`src/rtl/pd_pkg.sv`:
```
package pd_pkg;

  // readback hides edge requests already handed to the fabric
  function automatic logic pd_view(input logic req, input logic delivered);
    return req & ~delivered;
  endfunction

  // edge: folding happens when the request bit would not change
  function automatic logic pd_edge_fold(input logic req_old);
    return req_old;
  endfunction

  // level: folding happens while the previous delivery is unacknowledged
  function automatic logic pd_level_fold(input logic remote_pend);
    return remote_pend;
  endfunction

  function automatic logic pd_fold(input logic level_trig, input logic req_old,
                                   input logic remote_pend);
    return level_trig ? pd_level_fold(remote_pend) : pd_edge_fold(req_old);
  endfunction

endpackage

```
`src/rtl/pd_pin_slot.sv`:
```
module pd_pin_slot
  import pd_pkg::*;
(
  input  logic clk,
  input  logic rst_n,
  input  logic strobe,
  input  logic level,
  input  logic mask,
  input  logic level_trig,
  input  logic rewrite,
  input  logic grant_hs,
  input  logic accepted_nz,
  output logic req,
  output logic delivered,
  output logic remote_pend,
  output logic want,
  output logic stat_v,
  output logic stat_ok
);

  logic fold_now;
  assign fold_now = pd_fold(level_trig, req, remote_pend);

  always_ff @(posedge clk or negedge rst_n) begin
    if (!rst_n) begin
      req         <= 1'b0;
      delivered   <= 1'b0;
      remote_pend <= 1'b0;
      want        <= 1'b0;
      stat_v      <= 1'b0;
      stat_ok     <= 1'b0;
    end else begin
      stat_v <= strobe;
      // completed transfer
      if (grant_hs) begin
        want <= 1'b0;
        if (level_trig) begin
          if (accepted_nz) remote_pend <= 1'b1;
        end else begin
          delivered <= 1'b1;
        end
      end
      // entry rewrite takes precedence over a same-cycle transfer
      if (rewrite) begin
        remote_pend <= 1'b0;
        if (level_trig && req && !mask) want <= 1'b1;
      end
      // line update takes precedence over both
      if (strobe) begin
        if (!level) begin
          req     <= 1'b0;
          stat_ok <= 1'b1;
        end else begin
          req       <= 1'b1;
          delivered <= 1'b0;
          if (fold_now || mask) begin
            stat_ok <= 1'b0;
          end else begin
            stat_ok <= 1'b1;
            want    <= 1'b1;
          end
        end
      end
    end
  end

endmodule

```
`src/rtl/pd_arb.sv`:
```
module pd_arb #(
  parameter int NPINS = 8,
  localparam int PIN_W = (NPINS > 1) ? $clog2(NPINS) : 1
) (
  input  logic             clk,
  input  logic             rst_n,
  input  logic [NPINS-1:0] req,
  input  logic             ready,
  output logic             valid,
  output logic [PIN_W-1:0] pin,
  output logic             fresh
);

  logic             held_v;
  logic [PIN_W-1:0] held_pin;

  function automatic logic [PIN_W-1:0] first_set(input logic [NPINS-1:0] v);
    logic [PIN_W-1:0] r;
    r = '0;
    for (int k = NPINS - 1; k >= 0; k--) begin
      if (v[k]) r = PIN_W'(k);
    end
    return r;
  endfunction

  assign valid = held_v | (|req);
  assign pin   = held_v ? held_pin : first_set(req);
  assign fresh = valid & ~held_v;

  always_ff @(posedge clk or negedge rst_n) begin
    if (!rst_n) begin
      held_v   <= 1'b0;
      held_pin <= '0;
    end else if (valid && !ready) begin
      held_v   <= 1'b1;
      held_pin <= pin;
    end else begin
      held_v   <= 1'b0;
    end
  end

endmodule

```
`src/rtl/pin_delivery_ctrl.sv`:
```
module pin_delivery_ctrl
  import pd_pkg::*;
#(
  parameter int NPINS   = 8,
  parameter int VEC_W   = 8,
  parameter int DEST_W  = 8,
  parameter int DMODE_W = 3,
  parameter int CNT_W   = 4,
  localparam int PIN_W  = (NPINS > 1) ? $clog2(NPINS) : 1
) (
  input  logic                      clk,
  input  logic                      rst_n,
  input  logic [NPINS-1:0]          line_strobe,
  input  logic [NPINS-1:0]          line_level,
  input  logic [NPINS-1:0]          ent_mask,
  input  logic [NPINS-1:0]          ent_level_trig,
  input  logic [NPINS*VEC_W-1:0]    ent_vector,
  input  logic [NPINS*DEST_W-1:0]   ent_dest,
  input  logic [NPINS-1:0]          ent_logical,
  input  logic [NPINS*DMODE_W-1:0]  ent_dmode,
  input  logic                      ent_rewrite,
  input  logic [PIN_W-1:0]          ent_rewrite_pin,
  output logic                      dlv_valid,
  input  logic                      dlv_ready,
  output logic [PIN_W-1:0]          dlv_pin,
  output logic [VEC_W-1:0]          dlv_vector,
  output logic [DEST_W-1:0]         dlv_dest,
  output logic                      dlv_logical,
  output logic [DMODE_W-1:0]        dlv_dmode,
  output logic                      dlv_level,
  input  logic [CNT_W-1:0]          dlv_accepts,
  output logic [NPINS-1:0]          stat_valid,
  output logic [NPINS-1:0]          stat_sent,
  output logic [NPINS-1:0]          irr_view,
  output logic [NPINS-1:0]          remote_irr
);

  // named internal events, also used by the checker
  logic [NPINS-1:0] pin_irr;
  logic [NPINS-1:0] pin_dlvd;
  logic [NPINS-1:0] pin_want;
  logic [NPINS-1:0] pend_req;
  logic             dlv_fire;
  logic             arb_fresh;
  logic             acc_nz;

  assign dlv_fire = dlv_valid & dlv_ready;
  assign acc_nz   = |dlv_accepts;
  assign pend_req = pin_want & ~ent_mask;

  for (genvar i = 0; i < NPINS; i++) begin : g_slot
    logic rw_hit;
    logic hs_hit;
    assign rw_hit = ent_rewrite && (ent_rewrite_pin == PIN_W'(i));
    assign hs_hit = dlv_fire && (dlv_pin == PIN_W'(i));

    pd_pin_slot u_slot (
      .clk         (clk),
      .rst_n       (rst_n),
      .strobe      (line_strobe[i]),
      .level       (line_level[i]),
      .mask        (ent_mask[i]),
      .level_trig  (ent_level_trig[i]),
      .rewrite     (rw_hit),
      .grant_hs    (hs_hit),
      .accepted_nz (acc_nz),
      .req         (pin_irr[i]),
      .delivered   (pin_dlvd[i]),
      .remote_pend (remote_irr[i]),
      .want        (pin_want[i]),
      .stat_v      (stat_valid[i]),
      .stat_ok     (stat_sent[i])
    );

    assign irr_view[i] = pd_view(pin_irr[i], pin_dlvd[i]);
  end

  pd_arb #(.NPINS(NPINS)) u_arb (
    .clk   (clk),
    .rst_n (rst_n),
    .req   (pend_req),
    .ready (dlv_ready),
    .valid (dlv_valid),
    .pin   (dlv_pin),
    .fresh (arb_fresh)
  );

  always_comb begin
    int sel;
    sel         = int'(dlv_pin);
    dlv_vector  = ent_vector[sel*VEC_W +: VEC_W];
    dlv_dest    = ent_dest[sel*DEST_W +: DEST_W];
    dlv_dmode   = ent_dmode[sel*DMODE_W +: DMODE_W];
    dlv_logical = ent_logical[sel];
    dlv_level   = ent_level_trig[sel];
  end

endmodule

```
`config.mk`:
```
export PLATFORM = sky130hd
export DESIGN_NAME = pin_delivery_ctrl
export DESIGN_NICKNAME = d
export VERILOG_FILES = /design/src/rtl/pd_pkg.sv /design/src/rtl/pd_pin_slot.sv /design/src/rtl/pd_arb.sv /design/src/rtl/pin_delivery_ctrl.sv
export SDC_FILE = /design/constraint.sdc
export NUM_CORES = 1
export LEC_CHECK = 0
export ABC_AREA = 1
export BUFFER_PORTS_ARGS = -buffer_cell sky130_fd_sc_hd__buf_4
export CORE_ASPECT_RATIO = 0.6
export CORE_MARGIN = 1
export CORE_UTILIZATION = 45
export CTS_CLUSTER_DIAMETER = 150
export DETAILED_ROUTE_END_ITERATION = 16
export PLACE_DENSITY = 0.92
export SYNTH_ARGS = -nofsm -noshare
export SYNTH_HDL_FRONTEND = slang
export SYNTH_HIERARCHICAL = 1
export SYNTH_SLANG_ARGS = --single-unit
```
`constraint.sdc`:
```
create_clock -name clk -period 2.7 [get_ports clk]
set_input_delay 0.54 -clock clk [delete_from_list [all_inputs] [get_ports clk]]
set_output_delay 0.54 -clock clk [all_outputs]
set_load 0.02 [all_outputs]
```
Word-level counts from Yosys, hierarchy flattened
Index checks and enable logic that the tools add are counted.
{ "classes": {"n_lt_le_gt_ge": 1, "n_eq_ne": 14, "n_reduce_logical": 86, "multipliers": 1, "n_shift": 3, "bitwise": 20, "n_mux": 151} }
{ "ops": {"columns": ["cell", "count"], "rows": [
  ["$mux 1", 140],
  ["$shiftx 64x7->8", 2],
  ["$reduce_bool 2->1", 24],
  ["$logic_and 1x1->1", 33],
  ["$mux 3", 9],
  ["$eq 3x3->1 const B", 8],
  ["$reduce_and 3->1", 8],
  ["$shiftx 24x6->3", 1],
  ["$eq 3x2->1 const B", 4],
  ["$and 1x1->1", 9],
  ["$logic_not 1->1", 9],
  ["$and 8x8->8", 1],
  ["$logic_or 1x1->1", 8],
  ["$not 1->1", 8],
  ["$not 8->8", 1],
  ["$reduce_or 8->1", 1],
  ["$bmux 1 s3", 2],
  ["$eq 3x1->1 const B", 2],
  ["$logic_not 3->1", 2],
  ["$mul 3x2->5 const B", 1],
  ["$lt 3x4->1 const B", 1],
  ["$reduce_or 4->1", 1],
  ["$or 1x1->1", 1]
]} }
{ "word_totals": {"word_cells": 326, "inputBits": 203, "out_inout_bits": 57, "reg_bits": 52} }

Depth between registers and ports, before layout
Gate-level depths: netlist of run 1.
{ "logic_depth": {"word_depth": 19, "mapped_depth": 21, "mapped_depth_nobuf": 18} }

By module
The synthesis of run 1 kept the hierarchy.
{ "modules_own_cells": {"columns": ["module", "cells_per_inst", "seq_area_each_um2", "instances", "area_per_inst_um2"], "rows": [
  ["pin_delivery_ctrl", 544, 0.0, 1, 2125.8],
  ["pd_pin_slot", 30, 150.1, 8, 262.8],
  ["pd_arb", 50, 100.1, 1, 326.6]
]} }

Worst setup path after synthesis of run 1
Ideal clock, no wire load.
{ "synth_timing": {"path_type": "input-to-output", "startpoint": "in ent_mask[5]", "endpoint": "out dlv_vector[4]", "required_time_ns": 2.160, "path_buffers": 3, "t_arrival_ns": 2.139, "cell_stages": 18, "slack_ns": 0.021, "path_cell_list": "nor2_1 > inv_1 > nand2_1 > nand2_1 > nand2_1 > nand2_1 > nand2_1 > nand2_1 > nand2_1 > buf_4 > buf_6 > buf_4 > nand2_1 > nand2_1 > nand2_1 > nand2_1 > nand2_1 > nand2_1"} }
{ "synth_between": {"elab_chain_len": 10} }
{ "synth_rtl": {"columns": ["element", "line", "rtl"], "rows": [
  ["start: declaration", "pin_delivery_ctrl.sv:15", "input logic [NPINS-1:0] ent_mask,"],
  ["$not 8->8", "pin_delivery_ctrl.sv:49", "assign pend_req = pin_want & ~ent_mask;"],
  ["$and 8x8->8", "pin_delivery_ctrl.sv:49", null],
  ["$mux 3 (6 in series)", "pd_arb.sv:21", "if (v[k]) r = PIN_W'(k);"],
  ["$mux 3", "pd_arb.sv:27", "assign pin = held_v ? held_pin : first_set(req);"],
  ["net dlv_pin[0]", "pin_delivery_ctrl.sv:25", "output logic [PIN_W-1:0] dlv_pin,"],
  ["$shiftx 64x7->8", "pin_delivery_ctrl.sv:91", "dlv_vector = ent_vector[sel*VEC_W +: VEC_W];"],
  ["end: declaration", "pin_delivery_ctrl.sv:26", "output logic [VEC_W-1:0] dlv_vector,"]
]} }
The timed path passes the listed nets, and every way through them passes these cells.

Final worst setup path of run 1
{ "layout_timing": {"startpoint": "reg g_slot[7].u_slot.want", "endpoint": "out dlv_dest[5]"} }
{ "layout_between": {"elab_chain_len": 11} }
{ "layout_rtl": {"columns": ["element", "line", "rtl"], "rows": [
  ["start: declaration", "pd_pin_slot.sv:16", "output logic want,"],
  ["start signal: assignment", "pd_pin_slot.sv:29", "want <= 1'b0;"],
  ["start signal: assignment", "pd_pin_slot.sv:36", "want <= 1'b0;"],
  ["start signal: assignment", "pd_pin_slot.sv:46", "if (level_trig && req && !mask) want <= 1'b1;"],
  ["$and 8x8->8", "pin_delivery_ctrl.sv:49", null],
  ["net pend_req[7]", "pin_delivery_ctrl.sv:42", "logic [NPINS-1:0] pend_req;"],
  ["$mux 3 (8 in series)", "pd_arb.sv:21", null],
  ["$mux 3", "pd_arb.sv:27", null],
  ["$shiftx 64x7->8", "pin_delivery_ctrl.sv:92", "dlv_dest = ent_dest[sel*DEST_W +: DEST_W];"],
  ["end: declaration", "pin_delivery_ctrl.sv:27", "output logic [DEST_W-1:0] dlv_dest,"]
]} }
The timed path passes the listed nets, and every way through them passes these cells.

==> results of run 1 <==
## cell type report
type	count	area [sq um]	area share, %
sequential	52	1301	17.41
inverter	90	352.8	4.720
clock buffer	6	128.9	1.724
clock inverter	1	5.005	0.06695
timing repair buffer	292	2595	34.71
tap	135	168.9	2.259
multi-input combinational	660	2908	38.90
timing repair inverter	1	16.27	0.2176
## flip-flops by register name, indices dropped and copies added (netlist names)
register	count
g_slot.u_slot/delivered	8
g_slot.u_slot/remote_pend	8
g_slot.u_slot/req	8
g_slot.u_slot/stat_ok	8
g_slot.u_slot/stat_v	8
g_slot.u_slot/want	8
u_arb/held_pin	3
u_arb/held_v	1
## where the power goes
group          leakage (nW)  internal (mW)  switching, mW
clock                0.0667          0.337          0.271
sequential            0.621          0.964          0.136
combinational          3.83           2.16           2.90
total                  4.52           3.46           3.31
## layer usage
layer,vias up,wire length [um],track usage (%)
met1,2784,8202,44.62
met3,37,1887,7.937
met5,-,0,0
met2,379,8278,52.12
li1,3027,-,-
met4,0,309,6.977
## through the flow
step / worst slack, ns / std cells / area (sq um) / total power, mW / utilization [%]
6_report: -0.1390 / 1237 / 7476 / 6.772 / 75.94
5_1_grt: -0.2326 / 1237 / 7476 / 7.214 / 75.94
4_1_cts: -0.03800 / 1227 / 7143 / 6.196 / 72.56
3_5_place_dp: -0.1792 / 1212 / 6695 / 5.021 / 68.01
3_3_place_gp: -0.1431 / 1212 / 6695 / 4.965 / 68.01
2_1_floorplan: 0.02133 / 833 / 4551 / 3.530 / -
## worst max-delay path, cell delays in order (launching register included)
cell,delay [ns]
dfrtp_1,0.39
inv_2,0.07
nor2_4,0.13
nand2_2,0.06
nand2_1,0.06
nand2_1,0.05
nand2_1,0.05
nand2_1,0.07
nand2_2,0.10
nand2_4,0.08
nand2_8,0.16
buf_12,0.13
buf_6,0.12
nand2_1,0.05
nand2_1,0.06
nand2_1,0.06
nand2_2,0.09
nand2_1,0.07
nand2_1,0.08
buf_6,0.12
## cells in the final DEF (no fill, tap or decap)
cell type	count
buf_12	12
nand4_1	8
nand2_4	7
nand2_2	60
nor2_2	2
nand3_1	11
buf_4	248
nand3_2	9
nand2_1	451
inv_12	1
buf_8	1
nor2_4	4
inv_2	12
inv_1	76
clkbuf_16	12
a21oi_1	25
clkinv_8	1
a21boi_0	1
o21ai_0	9
a21oi_2	8
buf_16	2
dfrtp_1	52
nor2_1	64
inv_4	1
clkinv_2	1
clkbuf_1	1
nand2_8	1
buf_6	22
## worst min-delay path by stage
stage                           start                         end  slack [ns]  cells after the start
floorplan                       rst_n  g_slot[0].u_slot/delivered        0.24                      0
global placement    u_arb/held_pin[1]           u_arb/held_pin[1]        0.47                      2
finish                          rst_n        g_slot[4].u_slot/req        0.28                      1
detailed placement  u_arb/held_pin[1]           u_arb/held_pin[1]        0.47                      2
global route                    rst_n        g_slot[6].u_slot/req        0.33                      1
CTS                             rst_n        g_slot[4].u_slot/req        0.30                      1
## what timing repair did
action | in CTS | in global routing
resized for setup | 44 | 58
pin swaps | 5 | 26
setup endpoints to repair | 21 | 21
gates cloned | 4 | 11
buffers inserted | 5 | 2
==> flow_summary_export.csv, run 1 <==
group,metric,value,unit
floorplan,die_x,131.8,um
critical_path,crit_type,"register to primary output",
critical_path,cp-end-kind,"primary output",
sta,fmax,352.2,MHz
clock_tree,clock_latency,0.30,ns
drt,wire_per_inst,15.10,um
drt,totalWireLength,18680,um
critical_path,cp-endpoint,"dlv_dest[5]",
clock_tree,ctsLongestPathBuffers,2,
global_route,gr-total-overflow,0,
power,peakVddDrop,0.0004652,V
clock_tree,numCtsBuffers,5,
placed_design,numPortBuffers,259,
drt,first_iter_violations,543,
critical_path,required,2.16,ns
drt,vias,6227,
clock_tree,ctsHtreeMaxLevel,2,
final_layout,fillers,784,
synthesis,synth_warnings,6,
run,drv_cap,0,
final_layout,layout-drive-gt1-share,36.66,%
floorplan,io_pins,260,
floorplan,rows,28,
power,p_leak,4.520,nW
drt,vias_per_cell,5.034,
drt,detail_route.first_pass.iterations,7,
sta,finalHoldViolCount,0,
run_status,status,"finished, violations left",
worst_hold_path,hold_path_class,"input port to asynchronous set/reset pin",
critical_path,cp-start-kind,"register",
floorplan,core-area,0.009844,sq mm
drt,route.antenna.remaining_nets,0,
floorplan,dieHeight,79.90,um
floorplan,dieArea,0.01053,sq mm
global_route,grt_start_max_net_pins,53,
critical_path,critPathMaxFanout,5,
synthesis,syn_area_per_cell,5.463,sq um
global_route,grt_first_pass_wirelength,26920,um
global_route,grt_usage,32.67,%
sta,relSlewSlack,55.70,%
global_route,grt_pass1_vias,5379,
final_layout,nNetsFinal,1305,
sta,timing.final.ws_setup,-0.1390,ns
drt,route.detailed.drc,0,
sta,maxSlewViolCount,0,
critical_path,r2r_cells,16,
sta,whs,0.2771,ns
critical_path,crit_arrival,2.30,ns
power,power_density,905.8,mW/mm^2
final_layout,diodes,0,
sta,period_needed,2.839,ns
floorplan,start_util,46.23,%
clock_tree,cts_sinks,52,
sta,rsz0062_at_grt,"yes",
sta,setup_tns,-2.032,ns
critical_path,r2r_slack,0.29,ns
clock_tree,clockRootBuffer,"clkbuf_16",
placed_design,hpwl,13050,um
final_layout,area_delta_synth_final,64.28,%
sta,tightest_slew,0.6645,ns
sta,skew,0.007466,ns
critical_path,r2r-start,"g_slot[6].u_slot/want",
clock_tree,tritoncts,"done",
global_route,antenna_found_initial,0,
synthesis,synth_area,0.004551,sq mm
run_status,violations,"negative setup slack",
critical_path,worstReg2RegEnd,"g_slot[1].u_slot/want",
placed_design,gp_congestion,0.8824,
sta,setup_viol,21,
clock_tree,ctsHoldBuffers,0,
clock_tree,clkTransAtPathRegs,0.07,ns
sta,min_period_over_period,105.1,%
synthesis,syn-num-nets,1036,
synthesis,syn_inst,833,
critical_path,critical_path.startpoint,"g_slot[7].u_slot/want",
No activity file was read; power rests on OpenSTA's default activity.
==> run 2: changes to the inputs <==
Settings changed: PLACE_DENSITY 0.92 to 0.93, SYNTH_HIERARCHICAL 1 to default.
==> run 2 against run 1 <==
Effect of this change:
- the flow still finishes with violations (negative setup slack)
- clock skew down 0.0040 ns
- sequential share of layout area is 1.9 points higher
- core utilization decreased by 3.2 points
- wire length decreased by 4.6%
- clock-buffer cell count is the same
- critical path depth fell by 4
- non-clock buffer count is 5 lower
- combinational power shrank 12%
- via count decreased by 4.5%
- synthesized area shrank 4.4%
- largest power group unchanged
- highest routed layer unchanged
==> flow_summary_export.csv, run 2 <==
group,metric,value,unit
drt,route.antenna.remaining_nets,0,
synthesis,yosys.area.top_type,"dfrtp_1",
power,switching_share,49.39,%
power,power_density,918.0,mW/mm^2
sta,skew,0.003443,ns
synthesis,synth_edf_count,0,
synthesis,syn_inst,711,
sta,maxSlewViolCount,0,
final_layout,fillers,756,
power,combPwrFrac,71.7,%
floorplan,io_pins,260,
synthesis,async_flop_share,100.0,%
final_layout,final_common_cell,"buf_4",
synthesis,synth_area,0.004349,sq mm
power,p_leak,3.620,nW
synthesis,yosysMostFrequentCell,"nand2_1",
drt,wire_per_inst,16.67,um
sta,min_period_over_period,101.9,%
global_route,grt_usage,32.85,%
placed_design,hpwl,13040,um
power,pwr-share-seq,17.9,%
drt,detail_route.first_pass.iterations,6,
synthesis,ys.flop_type,"dfrtp_1",
clock_tree,clockRootBuffer,"clkbuf_16",
floorplan,rows,27,
critical_path,cp-end-kind,"primary output",
clock_tree,cts_sinks,52,
critical_path,crit_type,"register to primary output",
synthesis,synth_commonest_cells,"195 x nand2_1, 114 x nand3_1, 96 x nor2_1",
placed_design,numPortBuffers,259,
synthesis,ys_seq_elements,52,
sta,whs,0.2699,ns
floorplan,die_x,128.9,um
power,pwr-share-clk,10.3,%
run,drv_cap,0,
sta,timing.final.ws_setup,-0.05083,ns
global_route,grt_start_max_net_pins,54,
synthesis,syn-num-nets,914,
power,peakVddDrop,0.0005174,V
synthesis,syn_area_per_cell,6.117,sq um
critical_path,crit_arrival,2.21,ns
sta,period_needed,2.751,ns
final_layout,layout-drive-gt1-share,35.57,%
global_route,antenna_found_initial,0,
synthesis,synth_top_area_share,29.92,%
clock_tree,ctsLongestPathBuffers,2,
clock_tree,numCtsBuffers,5,
sta,finalHoldViolCount,0,
global_route,gr-total-overflow,0,
synthesis,synth.area.top_cells,"dfrtp_1 30%, nand2_1 17%, nand3_1 13%, nand4_1 8.3%, nor2_1 8.3%",
power,intPower,3.138,mW
final_layout,area_delta_synth_final,55.29,%
clock_tree,ctsHtreeMaxLevel,2,
critical_path,required,2.16,ns
drt,first_iter_violations,652,
placed_design,post_dp_cell_area,0.006335,sq mm
floorplan,dieHeight,78.15,um
final_layout,diodes,0,
critical_path,cp-start-kind,"register",
sta,relSlewSlack,56.37,%
final_layout,nNetsFinal,1141,
synthesis,synth_warnings,0,
floorplan,core-area,0.009290,sq mm
drt,vias_per_cell,5.561,
sta,setup_viol,12,
run_status,violations,"negative setup slack",
drt,totalWireLength,17820,um
final_layout,layout_common_cells,"265 x buf_4, 186 x nand2_1, 106 x nand3_1, 93 x nor2_1, 58 x nand4_1",
floorplan,dieArea,0.01007,sq mm
global_route,grt_first_pass_wirelength,25900,um
clock_tree,clock_latency,0.30,ns
synthesis,ys_seq_area_share,29.92,%
sta,fmax,363.5,MHz
drt,route.detailed.drc,0,
final_layout,design_area,0.006754,sq mm
placed_design,gp_congestion,0.9141,
worst_hold_path,hold_path_class,"input port to asynchronous set/reset pin",
sta,rsz0062_at_grt,"yes",
clock_tree,tritoncts,"done",
run_status,status,"finished, violations left",
power,switchingPower,3.062,mW
clock_tree,clkTransAtPathRegs,0.07,ns
floorplan,start_util,46.81,%
synthesis,synth_cell_type_count,26,
drt,vias,5945,
sta,tightest_slew,0.6544,ns
global_route,grt_pass1_vias,5162,
placed_design,dp_slack,0.07349,ns
critical_path,critPathMaxFanout,48,
==> run 2: changes by cell type in the layout (fill, tap and decap cells not counted), moves of 29 or more <==
cell	change
inv_1	-33
nand3_1	+95
nand2_2	-51
nand2_1	-265
nand4_1	+50
nor2_1	+29
==> run 2: metal layers <==
| layer | wire, um | up-vias | track usage (%) |
|---|---|---|---|
| met5 | 0 | - | 0 |
| met1 | 7113 | 2718 | 44.26 |
| li1 | - | 2800 | - |
| met3 | 2114 | 38 | 8.521 |
| met2 | 8219 | 389 | 52.32 |
| met4 | 376 | 0 | 8.235 |
==> run 2: final timing paths <==
path / start / endpoint / slack, ns / cells past startpoint
max in group asynchronous: rst_n / g_slot[5].u_slot.req / 1.99 / 1
setup / recovery: g_slot[7].u_slot.want / dlv_dest[6] / -0.05 / 15
hold / removal: rst_n / g_slot[1].u_slot.stat_v / 0.27 / 1
setup reg to reg: g_slot[2].u_slot.want / g_slot[5].u_slot.remote_pend / 0.46 / 10
min in group clk: line_strobe[2] / g_slot[2].u_slot.stat_v / 0.37 / 1
hold reg to reg: u_arb.held_pin[1] / u_arb.held_pin[1] / 0.51 / 2
==> run 2: timing repair <==
action | in CTS | in global routing
setup buffers | 0 | 3
hold buffers | 0 | 0
gates resized for setup | 0 | 39
setup endpoints to repair | 0 | 21
==> run 2: worst max-delay path, stage by stage, from the launching register on <==
cell,delay (ns)
dfrtp_1,0.37
inv_2,0.07
nor2_1,0.04
nand2_1,0.05
nand2_1,0.06
nand2_1,0.07
nand2_1,0.07
nand2_1,0.10
nand2_2,0.08
nand2_4,0.12
buf_12,0.22
nand4_1,0.18
nand3_1,0.16
nor2_1,0.05
nor2_1,0.10
buf_4,0.15
==> run 2: cell type report <==
type                    count  area, sq um  area share [%]
clock buffers               6        128.9           1.908
clock inverters             2        16.27          0.2408
inverters                  54        202.7           3.001
multi-input cells         538         2562           37.94
flip-flops and latches     52         1301           19.27
well taps                 130        162.7           2.408
repair buffers            287         2380           35.24
==> run 2: cells by family (layout without fill, tap and decap cells) <==
kind of cell,Yosys count,count (layout),synth area share (%)
flops,52,52,29.92
compound gates,65,65,8.170
simple gates,473,473,48.42
buf+inv,121,349,13.49
==> run 2: per-stage QoR <==
stage | utilization, % | setup TNS, ns | power (mW) | std cells
3_5_place_dp | 68.19 | 0 | 5.090 | 1054
2_1_floorplan | - | 0 | 3.580 | 711
3_3_place_gp | 68.19 | 0 | 5.021 | 1054
6_report | 72.70 | -0.2714 | 6.200 | 1069
4_1_cts | 69.75 | 0 | 5.740 | 1062
5_1_grt | 72.70 | -3.163 | 6.587 | 1069
==> run 2: power groups by stage <==
stage                     sequential (mW)  clock [mW]  combinational (mW)
after global placement               1.10           0                3.92
after global routing                 1.13       0.682                4.78
final                                1.11       0.642                4.45
after floorplan                      1.07           0                2.51
after detailed placement             1.11           0                3.98
after CTS                            1.10       0.642                3.99
